**src/rtl/sysctl_pkg.sv**
```systemverilog
package sysctl_pkg;
  localparam int WORD_W = 32;
  localparam int ADDR_W = 12;
  localparam int LANES  = WORD_W / 8;
  localparam int ID_CNT = 12;
  localparam int REQ_BIT = 9;
  localparam logic [ADDR_W-3:0] ID_BASE_W = 10'h3F4;

  typedef enum logic [3:0] {
    SEL_NONE, SEL_DBG_STAT, SEL_DBG_SET, SEL_DBG_CLR,
    SEL_CAUSE, SEL_CMASK, SEL_SWRST, SEL_RETAIN,
    SEL_VBASE, SEL_HOLD, SEL_BUSRSV, SEL_WAKE, SEL_IDENT
  } reg_sel_e;

  function automatic logic [LANES-1:0] lane_mask(input logic [1:0] size,
                                                 input logic [1:0] low);
    logic [LANES-1:0] m;
    case (size)
      2'd0:    m = 4'b0001 << low;
      2'd1:    m = low[1] ? 4'b1100 : 4'b0011;
      default: m = 4'b1111;
    endcase
    return m;
  endfunction

  function automatic logic [WORD_W-1:0] lane_expand(input logic [LANES-1:0] m);
    logic [WORD_W-1:0] e;
    for (int i = 0; i < LANES; i++) e[i*8 +: 8] = {8{m[i]}};
    return e;
  endfunction

  function automatic logic [7:0] ident_byte(input logic [3:0] idx);
    case (idx)
      4'd0: return 8'h04;
      4'd4: return 8'h54;
      4'd5: return 8'hB8;
      4'd6: return 8'h0B;
      4'd8: return 8'h0D;
      4'd9: return 8'hF0;
      4'd10: return 8'h05;
      4'd11: return 8'hB1;
      default: return 8'h00;
    endcase
  endfunction
endpackage

```
**src/rtl/sysctl_decode.sv**
```systemverilog
module sysctl_decode
  import sysctl_pkg::*;
(
  input  logic [ADDR_W-1:0] addr,
  output reg_sel_e          sel,
  output logic [3:0]        id_idx
);
  logic [ADDR_W-3:0] waddr;
  logic [ADDR_W-3:0] id_off;
  assign waddr  = addr[ADDR_W-1:2];
  assign id_off = waddr - ID_BASE_W;
  assign id_idx = id_off[3:0];

  always_comb begin
    case (waddr)
      10'h000: sel = SEL_DBG_STAT;
      10'h001: sel = SEL_DBG_SET;
      10'h002: sel = SEL_DBG_CLR;
      10'h040: sel = SEL_CAUSE;
      10'h041: sel = SEL_CMASK;
      10'h042: sel = SEL_SWRST;
      10'h043: sel = SEL_RETAIN;
      10'h044: sel = SEL_VBASE;
      10'h046: sel = SEL_HOLD;
      10'h047: sel = SEL_BUSRSV;
      10'h048: sel = SEL_WAKE;
      default: sel = (waddr >= ID_BASE_W) ? SEL_IDENT : SEL_NONE;
    endcase
  end
endmodule

```
**src/rtl/sysctl_store.sv**
```systemverilog
module sysctl_store
  import sysctl_pkg::*;
#(
  parameter logic [WORD_W-1:0] CAUSE_RST = 32'h0000_0001,
  parameter logic [WORD_W-1:0] VBASE_RST = 32'h1000_0000
) (
  input  logic              clk,
  input  logic              sys_rst_n,
  input  logic              por_n,
  input  logic              wr_en,
  input  reg_sel_e          sel,
  input  logic [WORD_W-1:0] wdata,
  output logic [WORD_W-1:0] dbg_stat,
  output logic [WORD_W-1:0] cause,
  output logic [WORD_W-1:0] cmask,
  output logic [WORD_W-1:0] retain,
  output logic [WORD_W-1:0] vbase,
  output logic [WORD_W-1:0] hold,
  output logic [WORD_W-1:0] wake
);
  logic set_hit, clr_hit, ret_hit;
  assign set_hit = wr_en && (sel == SEL_DBG_SET);
  assign clr_hit = wr_en && (sel == SEL_DBG_CLR);
  assign ret_hit = wr_en && (sel == SEL_RETAIN);

  always_ff @(posedge clk or negedge sys_rst_n) begin
    if (!sys_rst_n) begin
      dbg_stat <= '0;
      cause    <= CAUSE_RST;
      cmask    <= '0;
      vbase    <= VBASE_RST;
      hold     <= '0;
      wake     <= '0;
    end else begin
      if (set_hit) dbg_stat <= dbg_stat | wdata;
      else if (clr_hit) dbg_stat <= dbg_stat & ~wdata;
      if (wr_en) begin
        case (sel)
          SEL_CAUSE: cause <= wdata;
          SEL_CMASK: cmask <= wdata;
          SEL_VBASE: vbase <= wdata;
          SEL_HOLD:  hold  <= wdata;
          SEL_WAKE:  wake  <= wdata;
          default: ;
        endcase
      end
    end
  end

  always_ff @(posedge clk or negedge por_n) begin
    if (!por_n) retain <= '0;
    else if (ret_hit) retain <= wdata;
  end


  set_alias_chk: assert property (@(posedge clk) disable iff (!sys_rst_n)
    $past(set_hit) |-> ((dbg_stat & $past(wdata)) == $past(wdata)));

  clr_alias_chk: assert property (@(posedge clk) disable iff (!sys_rst_n)
    $past(clr_hit) |-> ((dbg_stat & $past(wdata)) == '0));

  stat_hold_chk: assert property (@(posedge clk) disable iff (!sys_rst_n)
    !(set_hit || clr_hit) |=> $stable(dbg_stat));

  retain_hold_chk: assert property (@(posedge clk) disable iff (!por_n)
    !ret_hit |=> $stable(retain));
endmodule

```
**src/rtl/sys_ctrl_regs.sv**
```systemverilog
module sys_ctrl_regs
  import sysctl_pkg::*;
#(
  parameter logic [WORD_W-1:0] CAUSE_RST = 32'h0000_0001,
  parameter logic [WORD_W-1:0] VBASE_RST = 32'h1000_0000
) (
  input  logic              clk,
  input  logic              por_n,
  input  logic              rst_n,
  input  logic              psel,
  input  logic              penable,
  input  logic              pwrite,
  input  logic [ADDR_W-1:0] paddr,
  input  logic [1:0]        psize,
  input  logic [WORD_W-1:0] pwdata,
  output logic [WORD_W-1:0] prdata,
  output logic              rst_req,
  output logic              bad_access
);
  logic sys_rst_n;
  assign sys_rst_n = rst_n & por_n;

  reg_sel_e          sel;
  logic [3:0]        id_idx;
  logic              acc, wr_en, rd_en;
  logic [WORD_W-1:0] lane_bits, wdata_pad, rword;
  logic [WORD_W-1:0] dbg_stat, cause, cmask, retain, vbase, hold, wake;
  logic              req_ev, bad_ev;

  sysctl_decode u_dec (.addr(paddr), .sel(sel), .id_idx(id_idx));

  assign acc       = psel && penable;
  assign wr_en     = acc && pwrite;
  assign rd_en     = acc && !pwrite;
  assign lane_bits = lane_expand(lane_mask(psize, paddr[1:0]));
  assign wdata_pad = pwdata & lane_bits;

  sysctl_store #(.CAUSE_RST(CAUSE_RST), .VBASE_RST(VBASE_RST)) u_store (
    .clk(clk), .sys_rst_n(sys_rst_n), .por_n(por_n), .wr_en(wr_en),
    .sel(sel), .wdata(wdata_pad), .dbg_stat(dbg_stat), .cause(cause),
    .cmask(cmask), .retain(retain), .vbase(vbase), .hold(hold), .wake(wake)
  );

  always_comb begin
    case (sel)
      SEL_DBG_STAT: rword = dbg_stat;
      SEL_CAUSE:    rword = cause;
      SEL_CMASK:    rword = cmask;
      SEL_RETAIN:   rword = retain;
      SEL_VBASE:    rword = vbase;
      SEL_HOLD:     rword = hold;
      SEL_WAKE:     rword = wake;
      SEL_IDENT:    rword = {24'h0, ident_byte(id_idx)};
      default:      rword = '0;
    endcase
  end

  assign prdata = rd_en ? (rword & lane_bits) : '0;

  assign req_ev = wr_en && (sel == SEL_SWRST) && wdata_pad[REQ_BIT];
  assign bad_ev = acc && (sel == SEL_NONE);

  always_ff @(posedge clk or negedge sys_rst_n) begin
    if (!sys_rst_n) begin
      rst_req    <= 1'b0;
      bad_access <= 1'b0;
    end else begin
      rst_req    <= req_ev;
      bad_access <= bad_ev;
    end
  end


  req_source_chk: assert property (@(posedge clk) disable iff (!sys_rst_n)
    rst_req |-> $past(psel && penable && pwrite));

  bad_source_chk: assert property (@(posedge clk) disable iff (!sys_rst_n)
    bad_access |-> $past(psel && penable));

  wo_reads_zero_chk: assert property (@(posedge clk) disable iff (!sys_rst_n)
    (rd_en && (sel == SEL_DBG_SET || sel == SEL_DBG_CLR ||
               sel == SEL_SWRST || sel == SEL_BUSRSV)) |-> (prdata == '0));

  unmapped_zero_chk: assert property (@(posedge clk) disable iff (!sys_rst_n)
    (rd_en && sel == SEL_NONE) |-> (prdata == '0));
endmodule

```
**config.mk**
```make
export PLATFORM = sky130hd
export DESIGN_NAME = sys_ctrl_regs
export DESIGN_NICKNAME = d
export VERILOG_FILES = /design/src/rtl/sysctl_pkg.sv /design/src/rtl/sysctl_decode.sv /design/src/rtl/sysctl_store.sv /design/src/rtl/sys_ctrl_regs.sv
export SDC_FILE = /design/constraint.sdc
export NUM_CORES = 1
export LEC_CHECK = 0
export BUFFER_PORTS_ARGS = -buffer_cell sky130_fd_sc_hd__buf_2
export CORE_AREA = 2 2 159 161
export DETAILED_ROUTE_END_ITERATION = 12
export DIE_AREA = 0 0 161 163
export PLACE_DENSITY = 0.59
export SKIP_LAST_GASP = 1
export SLEW_MARGIN = 20
export SYNTH_ARGS = -nofsm -noshare
export SYNTH_HDL_FRONTEND = slang
export SYNTH_SLANG_ARGS = --single-unit
```
**constraint.sdc**
```tcl
create_clock -name clk -period 9.05 [get_ports clk]
set_clock_uncertainty 0.05 [all_clocks]
set_input_delay 1.3575 -clock clk [delete_from_list [all_inputs] [get_ports clk]]
set_output_delay 1.3575 -clock clk [all_outputs]
set_load 0.005 [all_outputs]
```
== Word level (Yosys, flattened, before mapping) ==
Memories as Yosys holds them, arrays and structs flattened.
Cells that the tools add are included.
Storage, ports and cells
  register bits: 226
  ROM bits: 128
  output and inout port bits: 34
  logic and storage cells: 68
  memories kept: 1
Memories
  (no name shown): words 16, bits a word 8, read ports 1, clocked after memory_dff 0, write ports 0, line sysctl_pkg.sv:33  | case (idx)
Cells by class
  $add $sub $neg: 1
  order comparisons: 1
  eq/ne operators: 22
  shift-type cells: 1
  muxes and demuxes: 8
  bitwise logic cells: 6
  reductions and logical operators: 19
Operators with widths (count)
  $pmux 32 s8: 1
  $and 32x32->32: 3
  $mux 32: 3
  $eq 10x7->1 const B: 8
  $pmux 4 s11: 1
  $not 32->32: 1
  $or 32x32->32: 1
  $eq 4x3->1 const B: 4
  $eq 4x4->1 const B: 4
  $eq 10x1->1 const B: 1
  $eq 10x2->1 const B: 1
  $ge 10x10->1 const B: 1
  $logic_not 10->1: 1
  $reduce_and 2->1: 5
  $logic_and 1x1->1: 9
  $eq 4x2->1 const B: 2
  $mux 4: 2
  $pmux 4 s2: 1
  $eq 4x1->1 const B: 1
  $logic_not 4->1: 1
  $shl 1x2->4 const A: 1
  $sub 4x3->4 const B: 1
  $eq 2x1->1 const B: 1
  $logic_not 2->1: 1
  other kinds (3): 3

== Longest topological paths before layout ==
Gate-level depths: netlist of the first run.
  depth in word-level cells: 7
  mapped depth: 12

== By module ==
A second synthesis of the first run with hierarchy kept.
Unflattened totals
  cells, all modules: 855
  area total of the unflattened synthesis: 11165.7 µm²
By module, submodules not included
  sysctl_store: instances 1, cells each 551, area an instance 8864.8 µm², sequential area each 5607.9 µm²
  sys_ctrl_regs: instances 1, cells each 274, area an instance 2064.5 µm², sequential area each 50.0 µm²
  sysctl_decode: instances 1, cells each 30, area an instance 236.5 µm², sequential area each 0.0 µm²

== Least setup slack after synthesis of the first run ==
No wires, ideal clock.
  kind: input port to output port
  start: input port paddr[2]
  end: output port prdata[25]
  arrival time: 3.564 ns
  data required time: 7.643 ns
  path slack: 4.078 ns
  stages on the path: 11
  buffers on the path: 3
  path through: inv_1 -> ha_1 -> clkbuf_1 -> nor4_1 -> or3_1 -> or3b_2 -> buf_2 -> nor3_1 -> clkbuf_1 -> a22oi_1 -> a31oi_1
Between the ends
  longest elaborated chain between the ends: 7
  elaborated cells on any way between the ends: 25
  those cells by class: order compare (1); eq/ne (18); mux (4); bitwise (1); reduce/logical (1)
Ends and longest elaborated chain
  start: declaration: line sys_ctrl_regs.sv:13  | input logic [ADDR_W-1:0] paddr,
  $ge 10x10->1: line sysctl_decode.sv:27  | default: sel = (waddr >= ID_BASE_W) ? SEL_IDENT : SEL_NONE;
  $mux 4: line sysctl_decode.sv:27
  $pmux 4 s11 (*): line sysctl_decode.sv:15  | case (waddr)
  $eq 4x4->1, or another cell as far along: line sys_ctrl_regs.sv:45  | case (sel)
  $pmux 32 s8 (*): line sys_ctrl_regs.sv:45
  $and 32x32->32 (*): line sys_ctrl_regs.sv:58  | assign prdata = rd_en ? (rword & lane_bits) : '0;
  $mux 32 (*): line sys_ctrl_regs.sv:58
  end: declaration: line sys_ctrl_regs.sv:16  | output logic [WORD_W-1:0] prdata,
Every way passes the cells marked *; elsewhere a longest branch is shown, timed or not.

== Final worst setup path of the first run ==
  start: input port paddr[2]
  end: output port prdata[0]
Between the ends
  longest elaborated chain between the ends: 7
  elaborated cells on any way between the ends: 27
  those cells by class: add/sub (1); order compare (1); eq/ne (18); mux (4); bitwise (1); reduce/logical (1); memory (1)
Ends and longest elaborated chain (line)
  $ge 10x10->1: sysctl_decode.sv:27
  $mux 4: sysctl_decode.sv:27
  $pmux 4 s11: sysctl_decode.sv:15
  $eq 4x4->1, or another cell as far along: sys_ctrl_regs.sv:45
  $pmux 32 s8 (*): sys_ctrl_regs.sv:45
  $and 32x32->32 (*): sys_ctrl_regs.sv:58
  $mux 32 (*): sys_ctrl_regs.sv:58
Marked as above.

==> run summary, run 1 <==
The leakage component of the power was 5.17 nW; the worst-path maximum fanout was 25. The number of nets handed over by synthesis was 1200. The number of max-slew violations in the final report is 0.

The worst pin sits at a relative slew slack of 20.7%. After synthesis, flip-flops and latches occupy 53.1% of the total area. For this run, the slowest stage of the critical path takes 0.94 ns. Setup violations remaining at the end of the flow were counted as 0. The remaining antenna violation count was 0. The number of storage elements in the synthesis netlist is 226, and the post-CTS setup buffer count is 0. For this design, the sink count on the clock tree is 226.

Setup repair after global routing left no endpoint under its margin. The effective utilization at floorplan was 43.2%; the placement row count was 58. The final critical path takes up 74.9% of the cycle. For the detailed placer's ending HPWL, the log shows 18500 µm. Worst hold path cell count: 2. The via count of the first global-routing pass was 8575.

The number of buffers and inverters on the critical path is 4. Clock-pin slew was measured on the worst setup and hold paths at 0.05 ns. In the final layout, the share of cells above drive strength 1 is 14.8%. The slowest library cell on the worst path was or3_1. The maximum level of the CTS H-tree was 1; the total via count in the routed design was 8790. The worst setup path is captured at an output port. The logs give 0 for the final hold violation count and 10700 µm² for the combined area of all synthesized cells. Summed over its instances, the top area cell type makes up 52.6% of the synthesized netlist area. The tool flagged a number of max-cap violations equal to 0.

IR analysis of the VDD net gives a maximum drop of 112 µV. The run finished with clean final reports. The register cell area after layout is 5660 µm², and the area of the multi-input gates is 4610 µm².

In this run the count of I/O pins placed on the die edge is 86. At the end of the flow, the number of nets in the layout was 1240. The synthesized instance count was 1139; the average wire per cell in the routed design was 20.2 µm. The global placement routability congestion was 0.783.

The tree is rooted in a clkbuf_16. Power comes to 2.16 mW. The capture point of the critical path was prdata[0]. After synthesis, the share of flip-flops with an asynchronous set or reset is 100%. The transition time at the pin with the least slew margin works out to 1.19 ns.

Relative to the synthesized area, the layout overhead comes to 13.6%. At the later pin of the worst-skew pair, clock insertion delay measures 0.53 ns. By area the synthesized netlist is led by dfrtp_1 53%, o21ai_0 9.2%, nand2_1 8.1%. In the routed layout, each cell is associated on average with a via count of 5.78.

The arrival time of data at the critical path endpoint was 5.37 ns. After filler insertion, the fill cell instance count of the layout stands at 2374. Among all flip-flop cells after synthesis, the most frequent one is dfrtp_1. In this run the number of cells on the critical path is 11.

From left edge to right edge, the die measures 161 µm. The number of unique standard cell types used by synthesis is 59. The critical path start-end classification was in2out.

The worst register-to-register path begins at u_store.vbase[28]. The critical path goes through buf_2 > inv_1 > ha_1 > a22oi_1 > or3_1 > nand2_4 > nor3_2 > buf_4 > a22oi_1 > a41oi_1 > buf_2. In this run the tool buffered the top-level ports with 85 buffer cells. The detailed-route wire length was 30700 µm.

The initial antenna violation count came out at 0. The cell family contributing the most delay on the critical path is simple AND/OR/NAND/NOR gates. The run gives 0 ns as the final-layout setup total negative slack. Clock tree synthesis inserted a total of 26 buffers. The count of cells resized by post-cts repair was 0; the pin count of the biggest net entering global routing was 80.

The minimum period implied by the final worst setup slack was 6.78 ns; the maximum buffer depth of the clock tree was 3. The Yosys step of the flow raised 0 warnings. TritonCTS built the clock tree.

The die covers 26200 µm². The critical path starts at paddr[2]. For the highest attainable clock frequency, the log shows 148 MHz. Sorting the synthesized cells by how often they occur yields 230 x nand2_1, 224 x dfrtp_1, 195 x o21ai_0. 0 antenna diodes ended up in the layout.

For this design, the CTS-stage hold fixing added 0 buffers. The min-delay analysis places its worst path in the category reg2reg. The total overflow left after global routing is 0.

In the global route stage, overall resource usage came out at 24.0%. The tools report the core box area as 24700 µm². The critical path launch point type is a primary input. The die is 163 µm tall. The worst register-to-register path has a depth of 2. The number of flops mapped to enable cells by yosys was 0; the required arrival time at the worst endpoint was 7.64 ns.

The endpoint of the lowest-slack register-to-register path was u_store.vbase[28]. The tools report the iteration count of the initial detailed-routing pass as 5. The first-pass GRT wire length was 49700 µm; the average cell area after synthesis was 9.35 µm². The cell with the most instances after synthesis is nand2_1.

The first-iteration detailed-routing DRC count is 690, and the slack of the worst reg-to-reg path is 8.23 ns. In the routed design, unresolved DRC markers number 0. Dividing total power by cell area gives a power density of 179 nW/µm². Most area-hungry cell type in the Yosys netlist: dfrtp_1.
-- metal layers --
layer / vias up / track usage, % / part of all wire [%]
li1: 4225 / - / -
met1: 4306 / 34.5 / 48
met2: 226 / 38.5 / 45
met3: 33 / 3.85 / 5.5
met4: 0 / 5.56 / 1.6
met5: - / 0 / 0
-- cell type report --
type / instances / area share (%)
Tap cell: 330 / 3.41
Multi-Input combinational cell: 817 / 38.1
Clock inverter: 3 / 0.538
Sequential cell: 226 / 46.7
Inverter: 6 / 0.186
Clock buffer: 38 / 6.42
Timing Repair Buffer: 102 / 4.60
-- worst reg2reg max path, delay by kind of cell (launching register included) --
family / cells / cell delay [ns]
AOI/OAI and AO/OA: 1 / 0.10
DFF: 1 / 0.53
and+or+nand+nor: 1 / 0.05
-- cells in the final DEF, fill, tap and decap left out, drive strengths merged, types with 3 or more instances in the layout --
cell	instances
or3	3
and4	13
a21o	4
nand2b	3
clkbuf	38
dfrtp	224
nand4	12
buf	102
o31ai	32
a2111oi	7
nor4	8
inv	6
a31oi	31
nor3	9
a21oi	26
nor4b	3
nand2	231
o21ai	275
ha	9
and3	27
nor2	10
a22oi	69
nand3	24
-- per-stage QoR --
stage / cell area [µm²] / util, % / setup WS (ns) / cells / hold WS [ns]
after CTS: 12100 / 49.0 / 2.33 / 1522 / 0.419
after global routing: 12100 / 49.1 / 2.06 / 1522 / 0.441
after global placement: 11300 / 45.6 / 2.40 / 1481 / 0.404
final: 12100 / 49.1 / 2.27 / 1522 / 0.419
after floorplan: 10700 / - / 1.40 / 1139 / 0.392
after detailed placement: 11300 / 45.6 / 2.34 / 1481 / 0.410
-- cell families (layout without fill, tap and decap cells) --
| group | after synthesis | after routing | synth area share, % |
|---|---|---|---|
| AOI/OAI and AO/OA | 454 | 454 | 25.1 |
| adders and majority gates | 9 | 9 | 1.06 |
| buffers and inverters | 96 | 149 | 4.01 |
| DFF | 226 | 226 | 53.1 |
| muxes | 1 | 1 | 0.0940 |
| and+or+nand+nor | 353 | 353 | 16.7 |
-- worst min-delay path by stage --
stage / start / end / slack (ns)
global route: u_store.cause[29] / u_store.cause[29] / 0.44
floorplan: u_store.vbase[11] / u_store.vbase[11] / 0.39
global placement: u_store.vbase[11] / u_store.vbase[11] / 0.40
finish: u_store.vbase[12] / u_store.vbase[12] / 0.42
detailed placement: u_store.vbase[28] / u_store.vbase[28] / 0.41
CTS: u_store.vbase[28] / u_store.vbase[28] / 0.42
-- where the power goes --
| part | total (mW) | internal (mW) | switching, mW |
|---|---|---|---|
| sequential | 1.02 | 1.02 | 0.00232 |
| clock | 1.05 | 0.642 | 0.409 |
| combinational | 0.0931 | 0.0207 | 0.0724 |
Note: power is estimated with default switching activity, not from simulation.
==> run 2: changes to the inputs <==
--- a/config.mk
+++ b/config.mk
@@ -5,10 +5,11 @@
 export SDC_FILE = /design/constraint.sdc
 export NUM_CORES = 1
 export LEC_CHECK = 0
+export ABC_AREA = 1
 export BUFFER_PORTS_ARGS = -buffer_cell sky130_fd_sc_hd__buf_2
-export CORE_AREA = 2 2 159 161
+export CORE_AREA = 2 2 163 165
 export DETAILED_ROUTE_END_ITERATION = 12
-export DIE_AREA = 0 0 161 163
+export DIE_AREA = 0 0 165 167
 export PLACE_DENSITY = 0.59
 export SKIP_LAST_GASP = 1
 export SLEW_MARGIN = 20
==> constraint.sdc (replaced) <==
create_clock -name clk -period 7.1 [get_ports clk]
set_clock_uncertainty 0.05 [all_clocks]
set_input_delay 1.065 -clock clk [delete_from_list [all_inputs] [get_ports clk]]
set_output_delay 1.065 -clock clk [all_outputs]
set_load 0.005 [all_outputs]
==> run summary, run 2 <==
The run finished with clean final reports. CTS placed an instance of clkbuf_16 at the clock tree root. The logs give 1544 (+25%) for the total number of nets in the final design and 0 (unchanged) for the count of cells resized by post-cts repair. The remaining antenna violation count is 0 (unchanged), and the average cell area after synthesis is 7.86 µm² (-16%). The maximum level of the CTS H-tree is 1 (unchanged).

For the detailed placer's ending HPWL, the log shows 20300 µm (+9.9%). The internal cell power is 2.09 mW (+25%), and the hold buffer count at CTS is 0 (unchanged). Minimum period implied by the final worst setup slack: 5.43 ns. Setup repair after global routing left no endpoint under its margin.

Ranked by instance count, the synthesized netlist is headed by 494 x nand2_1, 224 x dfrtp_1, 142 x o21ai_0. The most frequent standard cell in the layout excluding fill and tap cells is nand2_1. The first-pass GRT wire length is 52000 µm (+4.5%), and the peak ir drop on the vdd network is 184 µV (+64%).

Ratio of cells with drive above 1 in the final layout: 13.1% (-1.7 points). The worst-skew pair later-pin latency came out at 0.52 ns (about the same). The placement row count is 59 (+1.7%), and the total global-route track usage is 24.3% (+0.26 points).

The ratio of routed vias to standard cells was 5.26 (-8.9%); the worst hold margin was 0.426 ns (+0.00690 ns). The final-layout setup total negative slack was 0 ns (unchanged); the total CTS buffers was 26 (unchanged). The number of storage elements in the synthesis netlist was 226 (unchanged). Transition time at the pin with the least slew margin: 0.997 ns (-0.192 ns). Dividing the final minimum period by the clock period gives 76.4%. The kind of path behind the tightest hold check was reg2reg. The tools report the combined area of all synthesized cells as 11200 µm² (+5.3%). For the minimum setup slack after placement, the log shows 1.68 ns (-0.664 ns). For the iteration count of the initial detailed-routing pass, the log shows 5 (unchanged). The endpoint of the lowest-slack register-to-register path was u_store.vbase[28]. The post-CTS setup buffer count was 0 (unchanged); the diode insertion count for antenna repair was 0 (unchanged). The required arrival time at the worst endpoint is 5.98 ns (-1.66 ns), and the count of cells along the worst register-to-register path is 2 (unchanged). Most area-hungry cell type in the Yosys netlist: dfrtp_1. The total via count in the routed design was 9655 (+9.8%); the number of flops mapped to enable cells by yosys was 0 (unchanged). The run gives 0 (unchanged) as the number of max-slew violations in the final report. The leakage component of the power is 6.22 nW (+20%), and the sequential-to-total area share from yosys stat is 50.5% (-2.7 points). The worst-path maximum fanout came out at 30 (+20%). The initial antenna violation count is 0 (unchanged), and the clock-pin slew reported for the worst setup and hold paths after clock tree synthesis is 0.06 ns (about the same).

The share of the core filled with cells came out at 49.2% (+0.14 points). TritonCTS built the clock tree. The area growth from synthesis to layout is 13.1%. The post-synth net total is 1488 (+24%). Fraction of power spent switching nets: 23.2% (+0.87 points).

First-iteration detailed-routing DRC count: 693 (+0.43%). The run gives 0.633 mW (+31%) as the switching power. The tools report the detailed-route wire length as 32500 µm (+6.0%).

The worst hold path cell count is 2 (unchanged), and the total global routing overflow is 0 (unchanged). The global placement routability congestion was 0.791 (+1.0%); the count of unresolved DRC violations after routing was 0 (unchanged). The run gives 3 (unchanged) as the maximum buffer depth of the clock tree. The via count of the first global-routing pass was 9122 (+6.4%); the count of yosys warnings during synthesis was 0 (unchanged).

The combinational fraction of design power is 4.3% (about the same), and the overall die width is 165 µm (+2.5%). Synthesized instance count: 1427 (+25%). The slack of the worst reg-to-reg path is 6.32 ns (-1.91 ns). The worst hold path terminates at u_store.wake[2].

The count of buffers from port buffering was 85 (unchanged). The logs give 2.73 mW (+26%) for the power consumption and 43.5% (+0.35 points) for the effective utilization at floorplan. The core box area was 25800 µm² (+4.4%); the highest attainable clock frequency was 184 MHz. The logs give 226 (unchanged) for the count of clock tree sinks and 33 (-44%) for the number of unique standard cell types used by synthesis.

For the final worst slack, the log shows 1.67 ns (-0.598 ns). The tools report the portion of total power attributed to the clock network as 48.1% (-0.5 points). For the final hold violation count, the log shows 0 (unchanged).

The pin count of the biggest net entering global routing was 107 (+34%); the average wire per cell in the routed design was 17.7 µm (-12%). The vertical die dimension came out at 167 µm (+2.5%). The area share of the leading cell type in the synthesized netlist works out to 50.0% (-2.6 points).

The number of top-level pins is 86 (unchanged). Critical path launch point type: a primary input. The run gives 0 (unchanged) as the total of endpoints with negative setup slack in the final report. The library cells used most frequently in the layout, excluding fill and tap cells, are 494 x nand2_1, 224 x dfrtp_1, 142 x o21ai_0. For the normalized max-slew margin, the log shows 33.3% (+13 points). By area the synthesized netlist is led by dfrtp_1 50%, nand2_1 17%, o21ai_0 6.3%. In the post-synthesis netlist, the cell with the most instances is nand2_1.

The element type at the critical path end was an output port. The worst register-to-register path begins at u_store.vbase[28]. The arrival time of data at the critical path endpoint was 4.31 ns (-1.06 ns). The total die area came out at 27600 µm² (+5.0%).

The startpoint identified for the worst hold timing path is u_store.wake[2]. Prevailing post-synth register cell: dfrtp_1. The portion of total power attributed to sequential cells was 47.6% (+0.5 points); the max-cap check violation count was 0 (unchanged).

The total power divided by cell area works out to 215 nW/µm² (+20%). The critical path start-end classification is in2out. The share of synthesized flip-flops with an asynchronous set or reset came out at 100% (unchanged).
-- run 2: power groups by stage --
| stage | Sequential (mW) | Combinational (mW) | Clock, mW |
|---|---|---|---|
| finish | 1.30 | 0.118 | 1.31 |
| global route | 1.30 | 0.134 | 1.39 |
| CTS | 1.30 | 0.120 | 1.34 |
| detailed placement | 1.32 | 0.120 | 0 |
| global placement | 1.32 | 0.119 | 0 |
| floorplan | 1.32 | 0.0641 | 0 |
-- run 2: how the worst max path moves through the flow --
stage	start	endpoint	slack, ns
after floorplan	rst_n	async pin	0.68
after global placement	paddr[2]	prdata[31]	1.72
after detailed placement	paddr[2]	prdata[31]	1.68
after CTS	paddr[2]	prdata[31]	1.65
after global routing	paddr[2]	prdata[4]	1.42
final	paddr[2]	prdata[31]	1.67
-- run 2: per-stage QoR --
step / cell area [µm²] / cells
global placement: 11800 / 1790
global route: 12700 / 1836
CTS: 12700 / 1836
finish: 12700 / 1836
floorplan: 11200 / 1427
detailed placement: 11800 / 1790
-- run 2: layout make-up --
class / count / area (µm²)
Fill cell: 2536 / 13100
Sequential cell: 226 / 5660
Multi-Input combinational cell: 1049 / 4920
Clock buffer: 39 / 759
Timing Repair Buffer: 99 / 531
Tap cell: 335 / 419
Inverter: 81 / 312
Clock inverter: 7 / 75.1
-- run 2: logic make-up after synthesis --
kind of cell	Yosys count	synth area share (%)
buf+inv	152	5.81
simple gates	768	29.8
compound gates	272	12.9
flops	226	50.5
fa+ha+maj	9	1.00
-- run 2: layer usage --
| metal | share of wire [%] | track usage [%] |
|---|---|---|
| met1 | 46 | 35.1 |
| met2 | 46 | 39.0 |
| met3 | 5.4 | 2.71 |
| met4 | 2.5 | 6.24 |
| met5 | 0 | 0 |
-- run 2: critical path: stages --
cell and delay [ns]:
buf_2 0.13, inv_1 0.09, ha_1 0.24, nand2_1 0.08, inv_1 0.04, nand2_1 0.08, nor2_1 0.07, nor2_1 0.13
nand3_2 0.37, nor2_4 0.79, nand2_2 0.21, nand3_2 0.28, nand3_4 0.24, a21oi_1 0.30, buf_2 0.16
==> run 3: changes to the inputs <==
==> constraint.sdc (replaced) <==
create_clock -name clk -period 5.5 [get_ports clk]
set_clock_uncertainty 0.05 [all_clocks]
set_input_delay 0.825 -clock clk [delete_from_list [all_inputs] [get_ports clk]]
set_output_delay 0.825 -clock clk [all_outputs]
set_load 0.005 [all_outputs]
==> run summary, run 3 (same netlist as run 2, synthesis figures left out) <==
The run finished with clean final reports. For the filler cell count, the log shows 2561 (+0.99%). Required arrival time at the worst endpoint: 4.62 ns (-1.36 ns). For the slack of the worst reg-to-reg path, the log shows 4.68 ns (-1.64 ns).

The pin count of the biggest net entering global routing was 91 (-15%). Element type at the critical path end: an output port. The worst register-to-register path ends at u_store.vbase[28]. The delay of the slowest cell on the worst path is 0.66 ns (-0.13 ns). The number of placed instances with taps included is 1799 (+0.50%).

In this run the critical register-to-register path is launched from u_store.vbase[28]. The run gives 1553 (+0.58%) as the total number of nets in the final design. The ratio of routed vias to standard cells was 5.28 (+0.43%); the count of cells along the worst register-to-register path was 2 (unchanged). For the share of the core filled with cells, the log shows 49.6% (+0.45 points). The worst setup path is of the in2out kind. The peak ir drop on the vdd network was 187 µV (+1.6%). The tools report the post-CTS setup buffer count as 0 (unchanged).

The logs give 24.2% (-0.042 points) for the total global-route track usage and 0 (unchanged) for the final hold violation count. The run gives 0.871 ns (-0.804 ns) as the final worst slack. The count of buffers from port buffering was 85 (unchanged). The logs give 20900 µm (+2.9%) for the detailed placer's ending HPWL and 1 (unchanged) for the maximum level of the CTS H-tree. For the count of clock tree sinks, the log shows 226 (unchanged). The minimum period implied by the final worst setup slack is 4.63 ns, and the first-iteration detailed-routing DRC count is 866 (+25%).

The core box area was 25800 µm² (unchanged); the count of unresolved DRC violations after routing was 0 (unchanged). The arrival time of data at the critical path endpoint is 3.75 ns (-0.56 ns). The global placement routability congestion came out at 0.798 (+0.81%). For the first-pass GRT wire length, the log shows 52300 µm (+0.64%). The tools report the hold buffer count at CTS as 0 (unchanged). For the worst hold margin, the log shows 0.319 ns (-0.108 ns). The instance area after placement came out at 11900 µm² (+0.79%). The tools report the max-cap check violation count as 0 (unchanged). The number of top-level pins is 86 (unchanged). The detailed-route wire length was 32500 µm (-0.13%). For the iteration count of the initial detailed-routing pass, the log shows 5 (unchanged). The via count of the first global-routing pass came out at 9284 (+1.8%). The run gives 3.58 mW (+31%) as the power consumption. Effective utilization at floorplan: 43.5% (unchanged).

The total die area came out at 27600 µm² (unchanged). The signal on the critical path passes through buf_2 > inv_1 > ha_1 > nand2_1 > inv_1 > nand2_1 > nor2_1 > nor2_1 > nand3_2 > nand2_4 > clkinv_1 > nand3_1 > nand2_1 > nor2_1 > a21oi_1 > buf_2. The transition time at the pin with the least slew margin was 0.941 ns (-0.0559 ns); the initial antenna violation count was 0 (unchanged).

The average wire per cell in the routed design is 17.6 µm (-0.57%). The critical path launch point type was a primary input. The leakage component of the power is 6.27 nW (+0.93%), and the worst-path maximum fanout is 17 (-43%).

The run gives 0 (unchanged) as the diode insertion count for antenna repair. The placement row count was 59 (unchanged); the worst-skew pair later-pin latency was 0.53 ns (about the same). The overall die width came out at 165 µm (unchanged). Leaving out fill and tap cells, the most frequent cells in the layout are 494 x nand2_1, 224 x dfrtp_1, 142 x o21ai_0.

The total global routing overflow is 0 (unchanged), and the non-filler instance count after layout is 1844 (+0.44%). On the critical path, the stage with the largest delay is an instance of clkinv_1. From synthesis to final layout, the design area changed by 14.1%.

The final design area excluding fillers was 12800 µm² (+0.91%); the clock-pin slew reported for the worst setup and hold paths after clock tree synthesis was 0.06 ns (about the same). The worst hold path belongs to the class in2async. The total of endpoints with negative setup slack in the final report is 0 (unchanged). The most frequent standard cell in the layout excluding fill and tap cells was nand2_1.

The ratio of cells with drive above 1 in the final layout came out at 13.6% (+0.53 points). For the maximum buffer depth of the clock tree, the log shows 3 (unchanged). The count of cells resized by post-cts repair came out at 0 (unchanged). TritonCTS built the clock tree.

The normalized max-slew margin was 37.0% (+3.7 points). The number of max-slew violations in the final report was 0 (unchanged); the total power divided by cell area was 280 nW/µm² (+30%). The total CTS buffers was 26 (unchanged); the final-layout setup total negative slack was 0 ns (unchanged). The tools report the root cell of the clock tree as clkbuf_16. The tools report the total via count in the routed design as 9739 (+0.87%). The vertical die dimension is 167 µm (unchanged), and the highest attainable clock frequency is 216 MHz.

Setup repair after global routing left no endpoint under its margin. The remaining antenna violation count came out at 0 (unchanged). For the minimum setup slack after placement, the log shows 0.909 ns (-0.767 ns). After layout, the worst path uses 84.2% of the clock period.
run 3: changes by cell type in the layout (fill, tap and decap cells not counted), sizes merged:
| cell | change |
|---|---|
| inv | -2 |
| buf | +9 |
| clkinvlp | +1 |
| bufinv | +1 |
| clkinv | -1 |
run 3: critical path: cells and delay by family:
kind	cells	cell delay [ns]
compound gates	1	0.11
simple gates	9	1.54
buf+inv	5	1.04
fa+ha+maj	1	0.24
run 3: worst max path at each step:
stage          startpoint   endpoint  slack, ns  depth (start not counted)
6_report         paddr[2]  prdata[1]       0.87                         16
5_1_grt          paddr[2]  prdata[4]       0.61                         16
4_1_cts          paddr[2]  prdata[1]       0.90                         16
3_5_place_dp     paddr[2]  prdata[1]       0.91                         16
3_3_place_gp     paddr[2]  prdata[1]       0.95                         16
2_1_floorplan       rst_n  async pin       2.01                          2
run 3: layout make-up:
cell class                 count  area, µm²  share of cell area [%]
sequential                   226       5660                    44.2
multi-input combinational   1049       4920                    38.5
clock buffer                  39        781                    6.10
timing repair buffer         108        623                    4.87
tap                          335        419                    3.28
inverter                      81        308                    2.41
clock inverter                 6       80.1                   0.626
run 3: where the power goes:
group | internal [mW] | switching (mW)
logic | 0.0337 | 0.120
clock network | 1.06 | 0.682
registers | 1.67 | 0.00359
run 3: per-layer routing:
metal	wire (µm)	share of wire (%)	GRT usage (%)	vias up
li1	-	-	-	4752
met1	14900	46	35.0	4667
met2	15100	46	38.5	276
met3	1900	5.8	3.76	44
met4	584	1.8	5.48	0
met5	0	0	0	-
